<file path="src/rtl/bgi_pkg.sv">
package bgi_pkg;

    // How a phase slice interprets its commands in the current cycle.
    typedef enum logic [1:0] {
        DRV_OFF    = 2'd0,   // forced off by disable or undervoltage
        DRV_CHARGE = 2'd1,   // start-up charge interval: lows on, highs off
        DRV_FOLLOW = 2'd2    // normal command control
    } drive_mode_e;

    // Bits needed for a counter that must hold the value n.
    function automatic int unsigned cnt_bits(input int unsigned n);
        return (n < 2) ? 1 : $clog2(n + 1);
    endfunction

endpackage

</file>
<file path="src/rtl/bgi_sync.sv">
module bgi_sync #(
    parameter int unsigned    W       = 1,
    parameter logic [W-1:0]   RST_VAL = '0
) (
    input  logic         clk,
    input  logic         rst_n,
    input  logic [W-1:0] d_i,
    output logic [W-1:0] q_o
);
    typedef struct packed {
        logic [W-1:0] s2;
        logic [W-1:0] s1;
    } sync_t;

    sync_t st_d, st_q;

    always_comb begin
        st_d    = st_q;
        st_d.s1 = d_i;
        st_d.s2 = st_q.s1;
    end

    always_ff @(posedge clk or negedge rst_n) begin
        if (!rst_n) st_q <= '{s2: RST_VAL, s1: RST_VAL};
        else        st_q <= st_d;
    end

    assign q_o = st_q.s2;
endmodule

</file>
<file path="src/rtl/bgi_refresh.sv">
module bgi_refresh #(
    parameter int unsigned LEN = 24
) (
    input  logic clk,
    input  logic rst_n,
    output logic active_o
);
    localparam int unsigned RW = bgi_pkg::cnt_bits(LEN);
    localparam logic [RW-1:0] DONE = RW'(LEN);

    typedef struct packed {
        logic [RW-1:0] cnt;
    } rfr_t;

    rfr_t st_d, st_q;
    logic running;

    assign running = (st_q.cnt != DONE);

    always_comb begin
        st_d = st_q;
        if (running) st_d.cnt = st_q.cnt + 1'b1;
    end

    always_ff @(posedge clk or negedge rst_n) begin
        if (!rst_n) st_q <= '0;
        else        st_q <= st_d;
    end

    assign active_o = running;
endmodule

</file>
<file path="src/rtl/bgi_deadtime.sv">
// One gate output: delays turn-on by DT_CYC cycles of continuous request,
// drops at once when the request goes away. DT_CYC must be at least 1.
module bgi_deadtime #(
    parameter int unsigned DT_CYC = 6
) (
    input  logic clk,
    input  logic rst_n,
    input  logic want_i,
    input  logic guard_en_i,
    output logic gate_o
);
    localparam int unsigned CW = bgi_pkg::cnt_bits(DT_CYC);
    localparam logic [CW-1:0] LAST = CW'(DT_CYC - 1);

    typedef struct packed {
        logic          gate;
        logic [CW-1:0] cnt;
    } dt_t;

    dt_t st_d, st_q;

    always_comb begin
        st_d = st_q;
        if (!want_i) begin
            st_d = '0;                      // off at once, count restarts
        end else if (!guard_en_i) begin
            st_d.gate = 1'b1;               // bypass: follow directly
            st_d.cnt  = '0;
        end else if (st_q.gate) begin
            st_d.cnt  = '0;                 // already on, hold
        end else if (st_q.cnt == LAST) begin
            st_d.gate = 1'b1;               // dead time elapsed
            st_d.cnt  = '0;
        end else begin
            st_d.cnt  = st_q.cnt + 1'b1;
        end
    end

    always_ff @(posedge clk or negedge rst_n) begin
        if (!rst_n) st_q <= '0;
        else        st_q <= st_d;
    end

    assign gate_o = st_q.gate;
endmodule

</file>
<file path="src/rtl/bgi_phase.sv">
module bgi_phase
    import bgi_pkg::*;
#(
    parameter int unsigned DT_CYC = 6
) (
    input  logic        clk,
    input  logic        rst_n,
    input  drive_mode_e mode_i,
    input  logic        guard_en_i,
    input  logic        hi_cmd_n_i,
    input  logic        lo_cmd_i,
    output logic        hi_gate_o,
    output logic        lo_gate_o
);
    typedef struct packed {
        logic hi;
        logic lo;
    } want_t;

    want_t want;

    always_comb begin
        want = '0;
        unique case (mode_i)
            DRV_CHARGE: begin
                want.hi = 1'b0;
                want.lo = 1'b1;
            end
            DRV_FOLLOW: begin
                want.lo = lo_cmd_i;
                // low side wins over high side while guarding is on
                want.hi = !hi_cmd_n_i && !(guard_en_i && lo_cmd_i);
            end
            default: want = '0;
        endcase
    end

    bgi_deadtime #(.DT_CYC(DT_CYC)) u_hi (
        .clk        (clk),
        .rst_n      (rst_n),
        .want_i     (want.hi),
        .guard_en_i (guard_en_i),
        .gate_o     (hi_gate_o)
    );

    bgi_deadtime #(.DT_CYC(DT_CYC)) u_lo (
        .clk        (clk),
        .rst_n      (rst_n),
        .want_i     (want.lo),
        .guard_en_i (guard_en_i),
        .gate_o     (lo_gate_o)
    );
endmodule

</file>
<file path="src/rtl/bridge_gate_interlock.sv">
module bridge_gate_interlock
    import bgi_pkg::*;
#(
    parameter int unsigned NUM_PH      = 3,
    parameter int unsigned DT_CYC      = 6,
    parameter int unsigned REFRESH_CYC = 20,
    parameter int unsigned REFRESH_EXT = 4
) (
    input  logic              clk,
    input  logic              rst_n,
    input  logic [NUM_PH-1:0] hi_cmd_n_i,
    input  logic [NUM_PH-1:0] lo_cmd_i,
    input  logic              dis_i,
    input  logic              uv_i,
    input  logic              guard_en_i,
    output logic [NUM_PH-1:0] hi_gate_o,
    output logic [NUM_PH-1:0] lo_gate_o
);
    localparam int unsigned CHARGE_LEN = REFRESH_CYC + REFRESH_EXT;

    logic [NUM_PH-1:0] hi_n_s;
    logic [NUM_PH-1:0] lo_s;
    logic [2:0]        ctl_s;
    logic              dis_s, uv_s, dten_s;
    logic              refr;
    drive_mode_e       mode;

    // High commands reset to "off" (1); strap resets to guarded.
    bgi_sync #(.W(NUM_PH), .RST_VAL({NUM_PH{1'b1}})) u_sync_hi (
        .clk (clk), .rst_n (rst_n), .d_i (hi_cmd_n_i), .q_o (hi_n_s)
    );

    bgi_sync #(.W(NUM_PH), .RST_VAL({NUM_PH{1'b0}})) u_sync_lo (
        .clk (clk), .rst_n (rst_n), .d_i (lo_cmd_i), .q_o (lo_s)
    );

    bgi_sync #(.W(3), .RST_VAL(3'b001)) u_sync_ctl (
        .clk (clk), .rst_n (rst_n), .d_i ({dis_i, uv_i, guard_en_i}), .q_o (ctl_s)
    );

    assign dis_s  = ctl_s[2];
    assign uv_s   = ctl_s[1];
    assign dten_s = ctl_s[0];

    bgi_refresh #(.LEN(CHARGE_LEN)) u_refresh (
        .clk (clk), .rst_n (rst_n), .active_o (refr)
    );

    always_comb begin
        if (dis_s || uv_s) mode = DRV_OFF;
        else if (refr)     mode = DRV_CHARGE;
        else               mode = DRV_FOLLOW;
    end

    for (genvar p = 0; p < NUM_PH; p++) begin : g_phase
        bgi_phase #(.DT_CYC(DT_CYC)) u_phase (
            .clk        (clk),
            .rst_n      (rst_n),
            .mode_i     (mode),
            .guard_en_i (dten_s),
            .hi_cmd_n_i (hi_n_s[p]),
            .lo_cmd_i   (lo_s[p]),
            .hi_gate_o  (hi_gate_o[p]),
            .lo_gate_o  (lo_gate_o[p])
        );
    end
endmodule

</file>
<file path="config.mk">
export PLATFORM = sky130hd
export DESIGN_NAME = bridge_gate_interlock
export DESIGN_NICKNAME = d
export VERILOG_FILES = /design/src/rtl/bgi_pkg.sv /design/src/rtl/bgi_sync.sv /design/src/rtl/bgi_refresh.sv /design/src/rtl/bgi_deadtime.sv /design/src/rtl/bgi_phase.sv /design/src/rtl/bridge_gate_interlock.sv
export SDC_FILE = /design/constraint.sdc
export NUM_CORES = 1
export LEC_CHECK = 0
export BUFFER_PORTS_ARGS = -buffer_cell sky130_fd_sc_hd__buf_4
export CAP_MARGIN = 20
export CORE_MARGIN = 10
export CORE_UTILIZATION = 35
export CTS_CLUSTER_DIAMETER = 150
export CTS_CLUSTER_SIZE = 28
export DETAILED_ROUTE_END_ITERATION = 10
export HOLD_SLACK_MARGIN = 0.02
export PLACE_DENSITY = 0.48
export SYNTH_ARGS = -nofsm -noshare
export SYNTH_HDL_FRONTEND = slang
export SYNTH_SLANG_ARGS = --single-unit
</file>
<file path="constraint.sdc">
create_clock -name clk -period 1.7 [get_ports clk]
set_input_delay 0.17 -clock clk [delete_from_list [all_inputs] [get_ports clk]]
set_output_delay 0.17 -clock clk [all_outputs]
set_load 0.01 [all_outputs]
</file>
* Yosys cells after proc, flatten, opt, wreduce, memory -nomap -nowiden
Index checks and enable logic that the tools add are counted.
Cells by class: add/sub/neg operators 7, equal/unequal tests 9, muxes and demuxes 41, reductions and logical operators 13
Operators with widths (number):
- $mux 4 | 12
- $mux 3 | 12
- $add 3x1->3 const B | 6
- $eq 3x3->1 const B | 6
- $mux 1 | 12
- $pmux 2 s2 | 3
- $logic_and 1x1->1 | 6
- $logic_not 1->1 | 6
- $add 5x1->5 const B | 1
- $ne 5x5->1 const B | 1
- $mux 2 | 2
- $eq 2x1->1 const B | 1
- $eq 2x2->1 const B | 1
- $logic_or 1x1->1 | 1
Storage, ports and cells: register bits 47, input bits 11, output and inout port bits 6, word-level logic and storage cells 89

* Logic depth before layout (Yosys ltp)
word-level depth 6, gate-level depth with buffers 6, depth with buffers taken out 5

* Cells and area by module
A second synthesis with hierarchy kept.
Second synthesis, totals: cell total of the unflattened synthesis 160, area, all modules 1971.9 um2
Modules (own cells, without submodules):
- bgi_deadtime | instances 6, cells an instance 16, area each 175.2 um2, seq. area each 100.1 um2
- bgi_refresh | instances 1, cells an instance 20, area each 257.7 um2, seq. area each 125.1 um2
- bgi_phase | instances 3, cells an instance 8, area each 60.1 um2, seq. area each 0.0 um2
- bgi_sync (u_sync_hi) | instances 1, cells an instance 6, area each 157.7 um2, seq. area each 157.7 um2
- bgi_sync (u_sync_ctl) | instances 1, cells an instance 6, area each 152.6 um2, seq. area each 152.6 um2
- bgi_sync (u_sync_lo) | instances 1, cells an instance 6, area each 150.1 um2, seq. area each 150.1 um2
- bridge_gate_interlock | instances 1, cells an instance 2, area each 22.5 um2, seq. area each 0.0 um2

* Worst setup path after synthesis
Ideal clock, no wire load.
path type register to register, from register u_refresh.st_q[0] (netlist bit), to register g_phase[1].u_phase.u_hi.st_q[0] (netlist bit), library setup time 0.080 ns, arrival time 1.189 ns, data required time 1.620 ns, path slack 0.432 ns, stages on the path, launching flop included 7, path buffers 1, period minus slack after synthesis 1.268 ns, cells stage by stage dfrtp_1 > inv_1 > ha_1 > and4b_1 > buf_6 > nand3_4 > nor3b_2
RTL lines:
- start: declaration | RTL line bgi_refresh.sv:15 | rfr_t st_d, st_q;
- start signal: assignment | RTL line bgi_refresh.sv:27 | else st_q <= st_d;
- end signal: assignment | RTL line bgi_deadtime.sv:41 | else st_q <= st_d;
- end: declaration | RTL line bgi_deadtime.sv:20 | dt_t st_d, st_q;

==> impl_metrics.csv <==
group,metric,value,unit
synth,synth_edf_count,0,
power_and_ir_drop,vdd_drop_max,0.4111,mV
clocking,post_cts_buffers,0,
synth,syn_nets,157,
floorplan,top_level_ports,17,
clocking,cts.sinks,47,
timing,finalClockSkew,0.01313,ns
global_route,grt_max_degree,48,
finish,final_cell_mix,"dfrtp_1, buf_4, nor2_1",
timing,fmax,0.6787,GHz
timing,setup_viol_count_final,0,
finish,fin_cells,240,
synth,ys_warn_count,0,
floorplan,coreArea,5172,µm²
finish,num-fill-cells,490,
clocking,cts_buffers,5,
timing,rsz0062_at_grt,"no",
critical_path,endpoint_kind,"flop",
floorplan,die_h,93.35,µm
timing,finalHoldViolCount,0,
drt,wl,3.314,mm
clocking,clock_latency,0.30,ns
drt,drtPass1Iterations,4,
placed_design,dpl.hpwl,2.282,mm
critical_path,cp-start-kind,"flop",
timing,tns,0,ns
placed_design,place.gp.congestion,0.6908,
timing,slew_violations,0,
global_route,overflow,0,
drt,postRouteAntennaNets,0,
floorplan,rows,26,
flow_run,drv_cap,0,
critical_path,startpoint,"u_refresh.st_q[0]$_DFFE_PN0P_",
synth,ys_ff_latch,47,
power_and_ir_drop,powerDensity,868.2,nW/µm²
drt,drc_errors,0,
critical_path,reg2reg_depth,5,
synth,synth_cell_types,31,
power_and_ir_drop,sw_frac_of_total,0.2192,
drt,drt-initial-drc-count,83,
clocking,clock_path_buffers,2,
clocking,cts_root_buffer,"clkbuf_8",
finish,drive_above_1_share,0.2647,
finish,antenna_cells,0,
critical_path,worst_ep_arrival_time,1.65,ns
finish,nets,182,
global_route,grt_pass1_vias,1306,
synth,synthCells,144,
clocking,cts.clk_slew.worst_paths,0.08,ns
power_and_ir_drop,p_leak,0.9011,nW
synth,synthArstFlopShare,1.000,
floorplan,die_w,93.35,µm
drt,routedWlPerCell,13.81,µm
power_and_ir_drop,pwr-share-clk,0.331,
floorplan,initial_utilization,0.3641,
critical_path,path_max_fanout,8,
global_route,antenna_found_initial,0,
placed_design,post-place-cells,222,
timing,fin_crit,1.473,ns
critical_path,crit_type,"reg2reg",
drt,dr_total_vias,1152,
synth,syn_area_per_cell,13.08,µm²
power_and_ir_drop,p_int,0.001499,W
power_and_ir_drop,power_frac_seq,0.615,
timing,tightest_slew,0.5888,ns
power_and_ir_drop,p_switching,0.0004208,W
synth,ys.flop_type,"dfrtp_1",
floorplan,die-area,8714,µm²
critical_path,timing.rr.start,"u_refresh.st_q[0]$_DFFE_PN0P_",
min_path,hold_class,"reg2reg",
critical_path,r2r_setup_slack,0.23,ns
timing,post-route-period-util,0.8667,
critical_path,cp.required,1.87,ns
finish,final_common_cell,"dfrtp_1",
placed_design,portBuffers,16,
power_and_ir_drop,p_comb_frac,0.054,
synth,seq_area_frac_synth,0.6299,
synth,synth.cell_area,1883,µm²
critical_path,timing.rr.end,"g_phase[1].u_phase.u_lo.st_q[1]$_DFF_PN0_",
global_route,track_usage,0.08493,
global_route,grt_pass1_wl,5.968,mm
finish,area_growth,17.41,%
drt,viasPerCell,4.800,
clocking,htree_num_levels,2,
timing,max_slew_margin,0.6074,
status,status,"finished, final reports clean",
clocking,cts_tree,"built",
critical_path,endpoint,"g_phase[1].u_phase.u_lo.st_q[1]$_DFF_PN0_",
per-layer routing:
metal / part of all wire / GRT usage / up-vias
li1: - / - / 545
met1: 0.46 / 0.09693 / 578
met2: 0.49 / 0.1439 / 22
met3: 0.042 / 0.03118 / 7
met4: 0.014 / 0.02699 / 0
met5: 0 / 0 / -
timing repair:
action | 4_1_cts | 5_1_grt
setup endpoints to repair | 0 | 2
gates resized for setup | 0 | 1
hold endpoints to repair | 48 | 0
hold buffers | 10 | 0
worst max-delay path, cell delays in order, from the launching register on:
cell and delay, ns:
dfrtp_1 0.42, inv_1 0.07, ha_1 0.15, nand4b_1 0.27
o21ai_0 0.35, nor3_1 0.10
registers in the layout, indices dropped and copies added, names as in the netlist:
signal and cells:
u_sync_ctl.q_o 3, u_sync_lo.st_d 3, u_sync_hi.q_o 3, g_phase.u_phase.u_lo.st_q 9
u_sync_lo.q_o 3, u_refresh.st_q 5, u_sync_ctl.st_d 3, u_sync_hi.st_d 3
g_phase.u_phase.u_hi.st_q 9, g_phase.u_phase.u_lo.gate_o 3, g_phase.u_phase.u_hi.gate_o 3
synth_stat cells, drive strengths merged, types with 3 or more instances:
| master | instances | area share |
|---|---|---|
| a211oi | 3 | 0.020 |
| dfstp | 8 | 0.11 |
| nor3 | 6 | 0.016 |
| and3b | 3 | 0.014 |
| buf | 8 | 0.033 |
| mux2 | 5 | 0.030 |
| nand2 | 9 | 0.023 |
| nor3b | 4 | 0.024 |
| nor4 | 6 | 0.020 |
| nand4 | 3 | 0.010 |
| dfrtp | 39 | 0.52 |
| nor2 | 12 | 0.028 |
| nand3 | 3 | 0.015 |
| xnor2 | 7 | 0.033 |
| o21bai | 3 | 0.012 |
| nand3b | 7 | 0.028 |
| o21ai | 4 | 0.011 |
| inv | 3 | 0.0060 |
| nor2b | 3 | 0.010 |
area by class of cell:
type	count	area, µm²	area share
Clock buffer	8	80.08	0.03622
Inverter	3	11.26	0.005093
Multi-Input combinational cell	86	625.6	0.2830
Sequential cell	47	1186	0.5365
Tap cell	70	87.58	0.03962
Timing Repair Buffer	26	220.2	0.09960
kinds of logic (layout without fill, tap and decap cells):
family | after synthesis | after routing | share of synthesized area
xor gates and xnor gates | 7 | 7 | 0.03256
muxes | 7 | 7 | 0.04053
and+or+nand+nor | 58 | 58 | 0.1974
DFF | 47 | 47 | 0.6299
AOI/OAI and AO/OA | 12 | 12 | 0.04784
adders and majority gates | 2 | 2 | 0.01329
buffers and inverters | 11 | 37 | 0.03853
per-stage QoR:
| step | util | cell area (µm²) | power [W] | setup WS [ns] | hold WS, ns |
|---|---|---|---|---|---|
| 3_3_place_gp | 0.3924 | 2029 | 0.001287 | 0.2008 | 0.2039 |
| 3_5_place_dp | 0.3924 | 2029 | 0.001290 | 0.1775 | 0.2139 |
| 2_1_floorplan | - | 1883 | 0.001235 | 0.4316 | -0.1256 |
| 6_report | 0.4274 | 2211 | 0.001919 | 0.2266 | 0.3509 |
| 5_1_grt | 0.4274 | 2211 | 0.002015 | 0.03787 | 0.3661 |
| 4_1_cts | 0.4272 | 2210 | 0.001952 | 0.1572 | 0.3535 |
power by group through the flow:
stage | combinational (W) | clock [W] | sequential, W
6_report | 0.000104 | 0.000636 | 0.00118
5_1_grt | 0.000118 | 0.000711 | 0.00119
4_1_cts | 0.000107 | 0.000665 | 0.00118
3_5_place_dp | 0.0000883 | 0 | 0.00120
3_3_place_gp | 0.0000864 | 0 | 0.00120
2_1_floorplan | 0.0000450 | 0 | 0.00119
worst min path at each step:
| stage | cells after the start | start | end |
|---|---|---|---|
| 3_3_place_gp | 1 | rst_n | g_phase[0].u_phase.u_lo.st_q[2]$_DFF_PN0_ |
| 3_5_place_dp | 1 | rst_n | g_phase[0].u_phase.u_lo.st_q[0]$_DFF_PN0_ |
| 4_1_cts | 0 | u_sync_ctl.st_d[5]$_DFF_PN0_ | u_sync_ctl.q_o[2]$_DFF_PN0_ |
| 6_report | 0 | u_sync_lo.st_d[3]$_DFF_PN0_ | u_sync_lo.q_o[0]$_DFF_PN0_ |
| 5_1_grt | 0 | u_sync_ctl.st_d[3]$_DFF_PN1_ | u_sync_ctl.q_o[0]$_DFF_PN1_ |
| 2_1_floorplan | 0 | rst_n | g_phase[0].u_phase.u_hi.gate_o$_DFF_PN0_ |
(Power assumes the default switching activity.)
